[src/rtl/fpc_pkg.sv]
package fpc_pkg;
  typedef enum logic [1:0] {
    K_BR_SHORT = 2'd0,
    K_BR_LONG  = 2'd1,
    K_LOOP     = 2'd2,
    K_TRAPSET  = 2'd3
  } fpc_kind_e;

  typedef struct packed {
    logic nan;
    logic zero;
    logic neg;
  } fpc_cc_t;
endpackage

[src/rtl/fpc_pred_eval.sv]
module fpc_pred_eval
  import fpc_pkg::*;
#(
  parameter int PRED_W = 6
) (
  input  logic [PRED_W-1:0] pred_i,
  input  fpc_cc_t           cc_i,
  output logic              illegal_o,
  output logic              cond_o,
  output logic              bsun_o
);
  logic [3:0] low4;
  logic [2:0] base;
  logic       negate, raw;

  always_comb begin
    illegal_o = |pred_i[PRED_W-1:5];
    negate    = pred_i[3];
    low4      = negate ? (pred_i[3:0] ^ 4'hF) : pred_i[3:0];
    base      = low4[2:0];
    unique case (base)
      3'd0: raw = 1'b0;
      3'd1: raw = cc_i.zero;
      3'd2: raw = ~(cc_i.nan | cc_i.zero | cc_i.neg);
      3'd3: raw = cc_i.zero | ~(cc_i.nan | cc_i.neg);
      3'd4: raw = cc_i.neg & ~cc_i.nan & ~cc_i.zero;
      3'd5: raw = cc_i.zero | (cc_i.neg & ~cc_i.nan);
      3'd6: raw = ~(cc_i.nan | cc_i.zero);
      default: raw = ~cc_i.nan;
    endcase
    cond_o = ~illegal_o & (raw ^ negate);
    bsun_o = ~illegal_o & pred_i[4] & cc_i.nan;
  end
endmodule

[src/rtl/fpc_flow_resolve.sv]
module fpc_flow_resolve
  import fpc_pkg::*;
#(
  parameter int DISP_W = 16,
  parameter int CNT_W  = 16,
  parameter int EXC_W  = 8,
  parameter int SET_W  = 8,
  localparam int OFF_W = 2 * DISP_W
) (
  input  fpc_kind_e          kind_i,
  input  logic               cond_i,
  input  logic               illegal_i,
  input  logic [EXC_W-1:0]   exc_i,
  input  logic [EXC_W-1:0]   enable_i,
  input  logic [2:0]         opmode_i,
  input  logic [DISP_W-1:0]  disp_hi_i,
  input  logic [DISP_W-1:0]  disp_lo_i,
  input  logic [CNT_W-1:0]   count_i,
  output logic [OFF_W-1:0]   pc_off_o,
  output logic [CNT_W-1:0]   count_o,
  output logic               count_wr_o,
  output logic [SET_W-1:0]   set_byte_o,
  output logic               set_wr_o,
  output logic               trap_o,
  output logic               fault_o
);
  logic [OFF_W-1:0] disp_short, disp_long, disp_sel, br_len, trap_len;
  logic             fault_any, is_trap;

  assign disp_short = {{DISP_W{disp_lo_i[DISP_W-1]}}, disp_lo_i};
  assign disp_long  = {disp_hi_i, disp_lo_i};
  assign fault_any  = |(exc_i & enable_i);

  always_comb begin
    is_trap  = 1'b1;
    trap_len = OFF_W'(4);
    unique case (opmode_i)
      3'd2:    trap_len = OFF_W'(6);
      3'd3:    trap_len = OFF_W'(8);
      3'd4:    trap_len = OFF_W'(4);
      default: is_trap  = 1'b0;
    endcase
  end

  always_comb begin
    pc_off_o   = '0;
    count_o    = count_i;
    count_wr_o = 1'b0;
    set_byte_o = '0;
    set_wr_o   = 1'b0;
    trap_o     = 1'b0;
    fault_o    = 1'b0;
    disp_sel   = (kind_i == K_BR_LONG) ? disp_long : disp_short;
    br_len     = (kind_i == K_BR_LONG) ? OFF_W'(6) : OFF_W'(4);
    if (!illegal_i) begin
      unique case (kind_i)
        K_BR_SHORT, K_BR_LONG: begin
          fault_o  = fault_any;
          // offset withheld when an enabled exception is pending
          if (fault_any)   pc_off_o = '0;
          else if (cond_i) pc_off_o = disp_sel + OFF_W'(2);
          else             pc_off_o = br_len;
        end
        K_LOOP: begin
          if (cond_i) pc_off_o = OFF_W'(6);
          else begin
            count_wr_o = 1'b1;
            count_o    = count_i - 1'b1;
            pc_off_o   = (count_i == '0) ? OFF_W'(6) : disp_short + OFF_W'(4);
          end
        end
        default: begin
          if (is_trap) begin
            trap_o   = cond_i;
            pc_off_o = trap_len;
          end else begin
            set_wr_o   = 1'b1;
            set_byte_o = {SET_W{cond_i}};
            pc_off_o   = OFF_W'(4);
          end
        end
      endcase
    end
  end
endmodule

[src/rtl/fp_cond_resolver.sv]
module fp_cond_resolver
  import fpc_pkg::*;
#(
  parameter int PRED_W   = 6,
  parameter int DISP_W   = 16,
  parameter int CNT_W    = 16,
  parameter int EXC_W    = 8,
  parameter int BSUN_BIT = 7,
  localparam int OFF_W   = 2 * DISP_W,
  localparam int SET_W   = 8
) (
  input  logic              clk_i,
  input  logic              rst_ni,
  input  logic              valid_i,
  input  logic [1:0]        kind_i,
  input  logic [PRED_W-1:0] pred_i,
  input  logic [2:0]        cc_i,
  input  logic [2:0]        opmode_i,
  input  logic [DISP_W-1:0] disp_hi_i,
  input  logic [DISP_W-1:0] disp_lo_i,
  input  logic [CNT_W-1:0]  count_i,
  input  logic [EXC_W-1:0]  enable_i,
  output logic              valid_o,
  output logic              illegal_o,
  output logic              cond_o,
  output logic [EXC_W-1:0]  exc_o,
  output logic              fault_o,
  output logic [OFF_W-1:0]  pc_off_o,
  output logic [CNT_W-1:0]  count_o,
  output logic              count_wr_o,
  output logic [SET_W-1:0]  set_byte_o,
  output logic              set_wr_o,
  output logic              trap_o
);
  localparam logic [EXC_W-1:0] BSUN_MASK = EXC_W'(1) << BSUN_BIT;

  logic             ev_illegal, ev_cond, ev_bsun;
  logic [EXC_W-1:0] ev_exc;
  logic [OFF_W-1:0] fr_off;
  logic [CNT_W-1:0] fr_cnt;
  logic [SET_W-1:0] fr_byte;
  logic             fr_cwr, fr_swr, fr_trap, fr_fault;

  fpc_pred_eval #(.PRED_W(PRED_W)) u_eval (
    .pred_i    (pred_i),
    .cc_i      (fpc_cc_t'(cc_i)),
    .illegal_o (ev_illegal),
    .cond_o    (ev_cond),
    .bsun_o    (ev_bsun)
  );

  // all current exceptions cleared, then the unordered bit re-raised
  assign ev_exc = ev_bsun ? BSUN_MASK : '0;

  fpc_flow_resolve #(
    .DISP_W (DISP_W),
    .CNT_W  (CNT_W),
    .EXC_W  (EXC_W),
    .SET_W  (SET_W)
  ) u_flow (
    .kind_i     (fpc_kind_e'(kind_i)),
    .cond_i     (ev_cond),
    .illegal_i  (ev_illegal),
    .exc_i      (ev_exc),
    .enable_i   (enable_i),
    .opmode_i   (opmode_i),
    .disp_hi_i  (disp_hi_i),
    .disp_lo_i  (disp_lo_i),
    .count_i    (count_i),
    .pc_off_o   (fr_off),
    .count_o    (fr_cnt),
    .count_wr_o (fr_cwr),
    .set_byte_o (fr_byte),
    .set_wr_o   (fr_swr),
    .trap_o     (fr_trap),
    .fault_o    (fr_fault)
  );

  always_ff @(posedge clk_i or negedge rst_ni) begin
    if (!rst_ni) begin
      valid_o    <= 1'b0;
      illegal_o  <= 1'b0;
      count_wr_o <= 1'b0;
      set_wr_o   <= 1'b0;
      trap_o     <= 1'b0;
      fault_o    <= 1'b0;
      cond_o     <= 1'b0;
      exc_o      <= '0;
      pc_off_o   <= '0;
      count_o    <= '0;
      set_byte_o <= '0;
    end else begin
      valid_o    <= valid_i;
      illegal_o  <= valid_i & ev_illegal;
      count_wr_o <= valid_i & fr_cwr;
      set_wr_o   <= valid_i & fr_swr;
      trap_o     <= valid_i & fr_trap;
      fault_o    <= valid_i & fr_fault;
      if (valid_i) begin
        cond_o     <= ev_cond;
        exc_o      <= ev_exc;
        pc_off_o   <= fr_off;
        count_o    <= fr_cnt;
        set_byte_o <= fr_byte;
      end
    end
  end


  illegal_quiet_chk: assert property (@(posedge clk_i) disable iff (!rst_ni)
    illegal_o |-> !(count_wr_o || set_wr_o || trap_o || fault_o || cond_o) && pc_off_o == '0 && exc_o == '0);

  only_unordered_chk: assert property (@(posedge clk_i) disable iff (!rst_ni)
    valid_o |-> (exc_o & ~BSUN_MASK) == '0);

  unordered_src_chk: assert property (@(posedge clk_i) disable iff (!rst_ni)
    (valid_o && exc_o[BSUN_BIT]) |-> ($past(pred_i[4]) && $past(cc_i[2])));

  fault_hold_chk: assert property (@(posedge clk_i) disable iff (!rst_ni)
    fault_o |-> pc_off_o == '0 && $past(kind_i) <= 2'd1);

  count_dec_chk: assert property (@(posedge clk_i) disable iff (!rst_ni)
    count_wr_o |-> !cond_o && count_o == CNT_W'($past(count_i) - 1'b1));

  trap_cond_chk: assert property (@(posedge clk_i) disable iff (!rst_ni)
    trap_o |-> cond_o && !set_wr_o);

  set_byte_chk: assert property (@(posedge clk_i) disable iff (!rst_ni)
    set_wr_o |-> set_byte_o == {SET_W{cond_o}} && pc_off_o == OFF_W'(4));

  strobe_valid_chk: assert property (@(posedge clk_i) disable iff (!rst_ni)
    (count_wr_o || set_wr_o || trap_o || fault_o || illegal_o) |-> valid_o);
endmodule

[config.mk]
export PLATFORM = sky130hd
export DESIGN_NAME = fp_cond_resolver
export DESIGN_NICKNAME = d
export VERILOG_FILES = /design/src/rtl/fpc_pkg.sv /design/src/rtl/fpc_pred_eval.sv /design/src/rtl/fpc_flow_resolve.sv /design/src/rtl/fp_cond_resolver.sv
export SDC_FILE = /design/constraint.sdc
export NUM_CORES = 1
export LEC_CHECK = 0
export BUFFER_PORTS_ARGS = -buffer_cell sky130_fd_sc_hd__clkbuf_2
export CORE_MARGIN = 8
export CORE_UTILIZATION = 56
export DETAILED_ROUTE_END_ITERATION = 7
export PLACE_DENSITY = 0.87
export SYNTH_ARGS = -nofsm -noshare
export SYNTH_HDL_FRONTEND = slang
export SYNTH_HIERARCHICAL = 1
export SYNTH_SLANG_ARGS = --single-unit
[constraint.sdc]
create_clock -name clk_i -period 1.1 [get_ports clk_i]
set_clock_uncertainty 0.05 [all_clocks]
set_input_delay 0.165 -clock clk_i [delete_from_list [all_inputs] [get_ports clk_i]]
set_output_delay 0.165 -clock clk_i [all_outputs]
set_load 0.05 [all_outputs]
==> metrics.md, run 1 <==
| Metric | Value |
|---|---|
| Outcome | aborted with a tool error |
| Failed at | global routing (5_1_grt) |
| Error msg | [ERROR DPL-0038] Utilization greater than 100%, impossible to legalize |
| Post-Synth XOR/XNOR Area | 5.77% |
| Cell taking the most area after synthesis | dfrtp_1 |
| Post-Syn Area per Cell | 10.3 um^2 |
| Number of synthesized flops with an enable pin | 0 |
| Die W | 106 um |
| Htree depth | 3 |
| CTS root buf | clkbuf_8 |
| Seq/Total Area, Yosys | 35.2% |
| # IOs | 144 |
| Synth Area in Compound Gates | 12.2% |
| Ranking of synthesized cells by area | dfrtp_1 (35%), mux2_4 (18%), xor2_1 (4.2%) |
| Cell Area, Synth | 4550 um^2 |
| Post-DP Area | 6280 um^2 |
| Total CTS buffers | 9 |
| Simple-Gate Fraction of Synth Area | 18.9% |
| DP Wirelength | 10800 um |
| Largest net degree at the start of global routing | 65 |
| FFs w/ async S/R, synth | 100% |
| Placed insts | 782 |
| Worst_ep kind | register data pin |
| Multiplexer share of the synthesized area | 19.6% |
| Maximum clock path buffer count | 2 |
| Die Y-Extent | 106 um |
| Post-Syn Instances | 440 |
| Worst Endpoint after GRT Repair | count_o[15]$_DFFE_PN0P_/D |
| Core Rows | 33 |
| Area fraction of the dominant cell type after synthesis | 35.2% |
| Number of library cell types mapped by synthesis | 72 |
| Post-Synth Adder-Cell Area | 1.10% |
| GPL Wtd Cong | 0.951 |
| Number of synthesis warnings | 6 |
| Seq cells post-synth | 64 |
| CTS sink cnt | 64 |
| Initial Util | 56.5% |
| Port buffer count | 136 |
| Largest family of logic cells by synthesized area | multiplexers |
| Primary FF master, synth | dfrtp_1 |
[stage by stage]
stage / setup WS [ns] / setup TNS [ns] / hold slack [ns]
CTS: -0.856 / -38.69 / 0.104
detailed placement: -1.24 / -57.09 / 0.155
global placement: -1.13 / -53.04 / 0.147
floorplan: -1.08 / -40.20 / -0.181
[timing repair]
action / CTS
pin swaps: 28
hold buffers: 1
gates resized for setup: 182
setup endpoints to repair: 122
hold endpoints to repair: 64
buffers inserted: 45
gates cloned: 2
[cell usage after synthesis (2+ instances only)]
| cell | instances |
|---|---|
| clkbuf_1 | 8 |
| or2_2 | 2 |
| o22ai_1 | 5 |
| nor2b_1 | 2 |
| nand3_1 | 12 |
| nor3_1 | 12 |
| buf_12 | 5 |
| nand2b_1 | 2 |
| and4_1 | 5 |
| and3b_1 | 2 |
| mux2_4 | 55 |
| and2_1 | 9 |
| nor4_1 | 5 |
| o31ai_1 | 4 |
| a221oi_1 | 3 |
| buf_4 | 15 |
| a21oi_1 | 27 |
| a22oi_1 | 8 |
| xnor2_1 | 8 |
| or3_1 | 4 |
| mux2_2 | 5 |
| o21ai_1 | 13 |
| nand4_1 | 6 |
| buf_6 | 2 |
| and3_1 | 6 |
| inv_1 | 6 |
| nand4_2 | 2 |
| nand2_1 | 26 |
| xor2_1 | 22 |
| buf_2 | 7 |
| nor2_1 | 34 |
| ha_1 | 4 |
| dfrtp_1 | 64 |
| o21ai_0 | 12 |
[cell families after synthesis]
group | after synthesis
simple gates | 148
buf+inv | 44
fa+ha+maj | 4
other cells | 1
mux | 61
xor+xnor | 30
flops | 64
compound gates | 88
==> run 2, diff against run 1 <==
- CORE_UTILIZATION: 56 -> 40
- PLACE_DENSITY: 0.87 -> default
- PLACE_DENSITY_LB_ADDON: default -> 0.15
==> run 2 against run 1 <==
The flow now finishes, with violations (negative setup slack); synthesized area did not move; synthesized cell count did not move.
==> metrics.md, run 2 <==
| Metric | Value |
|---|---|
| Cell Area, Synth | 4550 um^2 |
| Seq cells post-synth | 64 |
| Total Routing Usage GR | 19.3% |
| CTS sink cnt | 64 |
| Final setup violating endpoints | 85 |
| Tcrit/Tclk final | 172% |
| Hold path start | disp_lo_i[0] |
| Largest register FFs | 32 |
| Remaining Overflow, GRT | 0 |
| Failing checks | negative setup slack |
| Via count | 4444 |
| Die W | 123 um |
| Port buffer count | 136 |
| Outcome | complete, but fails checks |
| RSZ-0062 raised after global routing | yes |
| Post-DR wirelength/cell | 17.0 um |
| Layout area overhead | 77.9% |
| Worst skew pair latency | 0.32 ns |
| Post-Syn Instances | 440 |
| Final hold vios | 0 |
| Initial Util | 40.4% |
| Worst setup SP type | input pin |
| First-pass GRT wire length | 23500 um |
| Number of synthesis warnings | 6 |
| Origin of the worst setup path | pred_i[0] |
| CP Class | in2reg |
| Most frequent cells in the layout | buf_4 (150), clkbuf_2 (65), buf_8 (65) |
| Crit Path Max Fanout | 5 |
| Setup_tns | -34.26 ns |
| FMAX | 530 MHz |
| # IOs | 144 |
| Total CTS buffers | 9 |
| Worst path bufs/invs | 2 |
| Area fraction of the dominant cell type after synthesis | 35.2% |
| # nets final | 809 |
| DR top layer | met4 |
| Vias in the first global route | 4813 |
| Post-route ant nets | 0 |
| Largest reg by FF count | pc_off_o |
| FFs w/ async S/R, synth | 100% |
| FF/Latch Area | 1600 um^2 |
| Final WS setup | -0.788 ns |
| Largest net degree at the start of global routing | 65 |
| Htree depth | 3 |
| Met3 wire len | 861 um |
| R2R Path Start | set_byte_o[7]$_DFFE_PN0P_ |
| Met1 WL | 6290 um |
| Worst vdd ir | 1.17 mV |
| Commonest non-fill, non-tap cell in the layout | buf_4 |
| GPL Wtd Cong | 0.913 |
| WP data arrival | 2.05 ns |
| Met2 WL post-DR | 7550 um |
| Drt drc | 0 |
| Seq/Total Area, Yosys | 35.2% |
| Reg-to-reg slack, setup | 0.01 ns |
| CP endpoint kind | flop |
| CP max stage delay | 0.40 ns |
| DP Wirelength | 10400 um |
| Maximum clock path buffer count | 2 |
| Core Rows | 39 |
| WP data required | 1.26 ns |
| Type of the most critical hold path | in2reg |
| CTS tree | done |
| Post-Syn Area per Cell | 10.3 um^2 |
| Total power | 0.00819 W |
| Cell with the most instances after synthesis | dfrtp_1 |
| Number of synthesized flops with an enable pin | 0 |
| Primary FF master, synth | dfrtp_1 |
| Slew Viols, Final | 0 |
| Die Footprint | 15000 um^2 |
| Worst path slowest cell | o311a_4 |
| Setup WS pre-CTS | -1.26 ns |
| WL final | 14900 um |
| Cell family with most CP delay | simple AND/OR/NAND/NOR gates |
| Leading registers by flop count | pc_off_o (32), count_o (16), set_byte_o (8) |
| Leakage | 3.99 nW |
| Initial DRC Count | 277 |
| Die Y-Extent | 123 um |
| Drt pass-1 iters | 4 |
| Core area | 11300 um^2 |
| CP Cell Sequence | buf_6 -> and2_4 -> o311a_4 -> nor2_4 -> nand2_2 -> or2_4 -> clkinv_4 -> nand4_4 -> nor4_4 -> xor2_1 -> mux2_4 |
| Cell taking the most area after synthesis | dfrtp_1 |
| Antenna violations before repair | 0 |
| Fillers | 772 |
| Layout cell share with drive strength beyond 1 | 65.5% |
| Vias/cell | 5.05 |
| Final Critical Period | 1.89 ns |
| PD cells | 1010 nW/um^2 |
| Max_cap viols | 0 |
| # diodes | 0 |
| Reg clk slew, reported paths | 0.06 ns |
| Area used by multi-input combinational logic | 3230 um^2 |
| Number of library cell types mapped by synthesis | 72 |
| CTS root buf | clkbuf_16 |
| Commonest cells post-synth | dfrtp_1 (64), mux2_4 (55), nor2_1 (34), a21oi_1 (27), nand2_1 (26) |
| Ranking of synthesized cells by area | dfrtp_1 (35%), mux2_4 (18%), xor2_1 (4.2%) |
## run 2: cell counts after synthesis
No cell type changed its count.
## run 2: path summary, 6_finish.rpt
kind	end	cells after the start
min in group asynchronous	pc_off_o[28]$_DFFE_PN0P_	3
worst min register to register	pc_off_o[31]$_DFFE_PN0P_	1
max in group asynchronous	count_o[9]$_DFFE_PN0P_	3
worst max register to register	set_byte_o[7]$_DFFE_PN0P_	3
worst max-delay path	count_o[15]$_DFFE_PN0P_	11
worst min-delay path	pc_off_o[0]$_DFFE_PN0P_	3
## run 2: cells by family (layout without fill, tap and decap cells)
group / count (synthesis) / in the layout / synth area share, %
adder cells (fa/ha/maj): 4 / 4 / 1.10
flip-flops: 64 / 64 / 35.2
AND/OR/NAND/NOR: 148 / 149 / 18.9
multiplexers: 61 / 61 / 19.6
AO/OA/AOI/OAI: 88 / 88 / 12.2
buffers and inverters: 44 / 327 / 7.20
XOR/XNOR: 30 / 30 / 5.77
other: 1 / 14 / 0.0824
## run 2: metrics by stage
step / instance area (um^2) / instances / hold slack, ns / utilization (%)
2_1_floorplan: 4830 / 453 / -0.181 / -
3_3_place_gp: 6280 / 815 / 0.156 / 55.7
3_5_place_dp: 6280 / 815 / 0.161 / 55.7
4_1_cts: 7680 / 866 / 0.131 / 68.2
5_1_grt: 8100 / 880 / 0.159 / 71.8
6_report: 8100 / 880 / 0.147 / 71.8
## run 2: power breakdown
group          total (W)  internal (W)  leakage (nW)  switching (W)
combinational    0.00250       0.00120          3.00        0.00130
sequential       0.00260       0.00248         0.845       0.000122
clock            0.00309       0.00199         0.145        0.00110
## run 2: area by class of cell
type	instances	share of cell area (%)
multi-input cells	346	39.9
repair buffers	304	33.8
flip-flops and latches	64	19.8
clock buffers	10	2.83
well taps	143	2.21
clock inverters	6	1.13
inverters	7	0.386
## run 2: timing repair
| action | in CTS | in global routing |
|---|---|---|
| setup endpoints to repair | 121 | 124 |
| pin swaps | 25 | 22 |
| hold buffers | 1 | 0 |
| buffers inserted | 33 | 15 |
| hold endpoints to repair | 64 | 0 |
| gates cloned | 1 | 0 |
| gates resized for setup | 184 | 119 |
## run 2: layer usage
layer	vias to the layer above	GRT usage (%)
met5	-	0
li1	2151	-
met1	2140	24.1
met2	137	32.8
met3	16	3.54
met4	0	6.70
## run 2: tightest hold or removal path, cell delays in order
cell and delay (ns):
clkbuf_2 0.07, and2_4 0.12, mux2_4 0.13
Power figures use the tool's default switching activity.
==> run 3, diff against run 2 <==
- SKIP_CTS_REPAIR_TIMING: default -> 1
==> run 3 against run 2 <==
The run still ends with negative setup slack left; sequential power hardly changed; total power is 1.8% lower; maximum frequency is 7.4% lower; count of clock-buffer cells in the layout stayed put; non-clock buffer count is 2 higher; critical path depth is 1 higher; design area is 4.3% lower; highest routed layer unchanged.
==> metrics.md, run 3 (synthesis results as in run 2) <==
| Metric | Value |
|---|---|
| Max_cap viols | 0 |
| # diodes | 0 |
| Final WS setup | -0.940 ns |
| Vias in the first global route | 4479 |
| Total power | 0.00805 W |
| Share of power burned in registers | 32.1% |
| Final hold vios | 0 |
| FF/Latch Area | 1600 um^2 |
| Tcrit/Tclk final | 185% |
| Post-DP Area | 6280 um^2 |
| Leakage | 3.89 nW |
| Total Routing Usage GR | 17.6% |
| CTS root buf | clkbuf_16 |
| Type of the most critical hold path | in2reg |
| Final Critical Period | 2.04 ns |
| Combinational Power Share | 29.4% |
| Failing checks | negative setup slack |
| Post-route ant nets | 0 |
| Area used by multi-input combinational logic | 3150 um^2 |
| CTS sink cnt | 64 |
| Initial DRC Count | 256 |
| CTS tree | done |
| Initial Util | 40.4% |
| Largest net degree at the start of global routing | 65 |
| Antenna violations before repair | 0 |
| Placed insts | 815 |
| Htree depth | 3 |
| Die Y-Extent | 123 um |
| Net Sw Power | 0.00248 W |
| Hold Slack | 0.148 ns |
| Setup_tns | -40.44 ns |
| Final Instance Area | 7750 um^2 |
| Fillers | 815 |
| Worst vdd ir | 1.11 mV |
| WP data required | 1.26 ns |
| # nets final | 811 |
| Total CTS buffers | 9 |
| Reg clk slew, reported paths | 0.06 ns |
| Outcome | complete, but fails checks |
| Remaining Overflow, GRT | 0 |
| CP Class | in2reg |
| GPL Wtd Cong | 0.913 |
| Internal power | 0.00556 W |
| Layout area overhead | 70.2% |
| FMAX | 490 MHz |
| First-pass GRT wire length | 21500 um |
| WP data arrival | 2.20 ns |
| Largest reg by FF count | pc_off_o |
| PD cells | 1040 nW/um^2 |
| Core area | 11300 um^2 |
| Crit Path Max Fanout | 5 |
| Maximum clock path buffer count | 2 |
| Drt drc | 0 |
| Slew Viols, Final | 0 |
| Port buffer count | 136 |
| Clock Power Share | 38.4% |
| Worst skew pair latency | 0.32 ns |
| Drt pass-1 iters | 4 |
| Vias/cell | 5.02 |
| Die W | 123 um |
| Post-DR wirelength/cell | 16.5 um |
| CP endpoint kind | flop |
| Layout cell share with drive strength beyond 1 | 63.7% |
| DP Wirelength | 10400 um |
| Finished Layout Cells | 882 |
| # IOs | 144 |
| RSZ-0062 raised after global routing | yes |
| Most frequent cells in the layout | buf_4 (157), buf_6 (76), clkbuf_2 (67) |
| WL final | 14600 um |
| Die Footprint | 15000 um^2 |
| Reg-to-reg slack, setup | 0.14 ns |
| Via count | 4430 |
| Leading registers by flop count | pc_off_o (32), count_o (16), set_byte_o (8) |
| Core Rows | 39 |
| Worst setup SP type | input pin |
| Largest register FFs | 32 |
| Commonest non-fill, non-tap cell in the layout | buf_4 |
| Final setup violating endpoints | 68 |
| Switching part of the total | 30.8% |
run 3: cell count changes in the layout (fill, tap and decap cells not counted), sizes merged:
cell	before	now
clkbuf	75	77
run 3: stage by stage:
step                      utilization, %  setup slack, ns
after floorplan                        -            -1.08
final                               68.7           -0.940
after global routing                68.7            -1.06
after global placement              55.7            -1.17
after CTS                           58.6           -0.912
after detailed placement            55.7            -1.26
run 3: power groups by stage:
stage	Clock [W]	Sequential, W	Combinational, W
finish	0.00309	0.00258	0.00237
global route	0.00326	0.00259	0.00251
CTS	0.00314	0.00256	0.00198
detailed placement	0	0.00260	0.00197
global placement	0	0.00260	0.00194
floorplan	0	0.00304	0.000787
run 3: cell type report:
cell class / instances / share of cell area [%]
Clock buffer: 10 / 2.95
Sequential cell: 64 / 20.7
Multi-Input combinational cell: 346 / 40.7
Tap cell: 143 / 2.31
Inverter: 7 / 0.404
Clock inverter: 6 / 1.18
Timing Repair Buffer: 306 / 31.8
run 3: metal layers:
| metal | GRT usage (%) | share of wire, % | routed length, um | up-vias |
|---|---|---|---|---|
| met2 | 29.2 | 49 | 7190 | 133 |
| met3 | 3.50 | 5.9 | 860 | 16 |
| met5 | 0 | 0 | 0 | - |
| met1 | 22.2 | 43 | 6310 | 2120 |
| li1 | - | - | - | 2161 |
| met4 | 6.40 | 1.5 | 224 | 0 |
run 3: final timing paths:
kind,start,to,cells after the start
max in group asynchronous,rst_ni,pc_off_o[19]$_DFFE_PN0P_,3
worst min-delay path,disp_lo_i[0],pc_off_o[0]$_DFFE_PN0P_,3
worst max-delay path,pred_i[0],count_o[15]$_DFFE_PN0P_,12
worst max register to register,count_o[10]$_DFFE_PN0P_,count_o[10]$_DFFE_PN0P_,2
worst min register to register,pc_off_o[31]$_DFFE_PN0P_,pc_off_o[31]$_DFFE_PN0P_,1
min in group asynchronous,rst_ni,pc_off_o[28]$_DFFE_PN0P_,3
run 3: worst max-delay path, cell delays in order:
cell,delay [ns]
buf_6,0.09
and2_4,0.14
o311a_4,0.40
nor2_4,0.10
nand2_2,0.06
or2_4,0.27
clkinv_4,0.05
buf_4,0.10
nand4_4,0.14
nor4_4,0.31
xor2_1,0.11
mux2_4,0.26
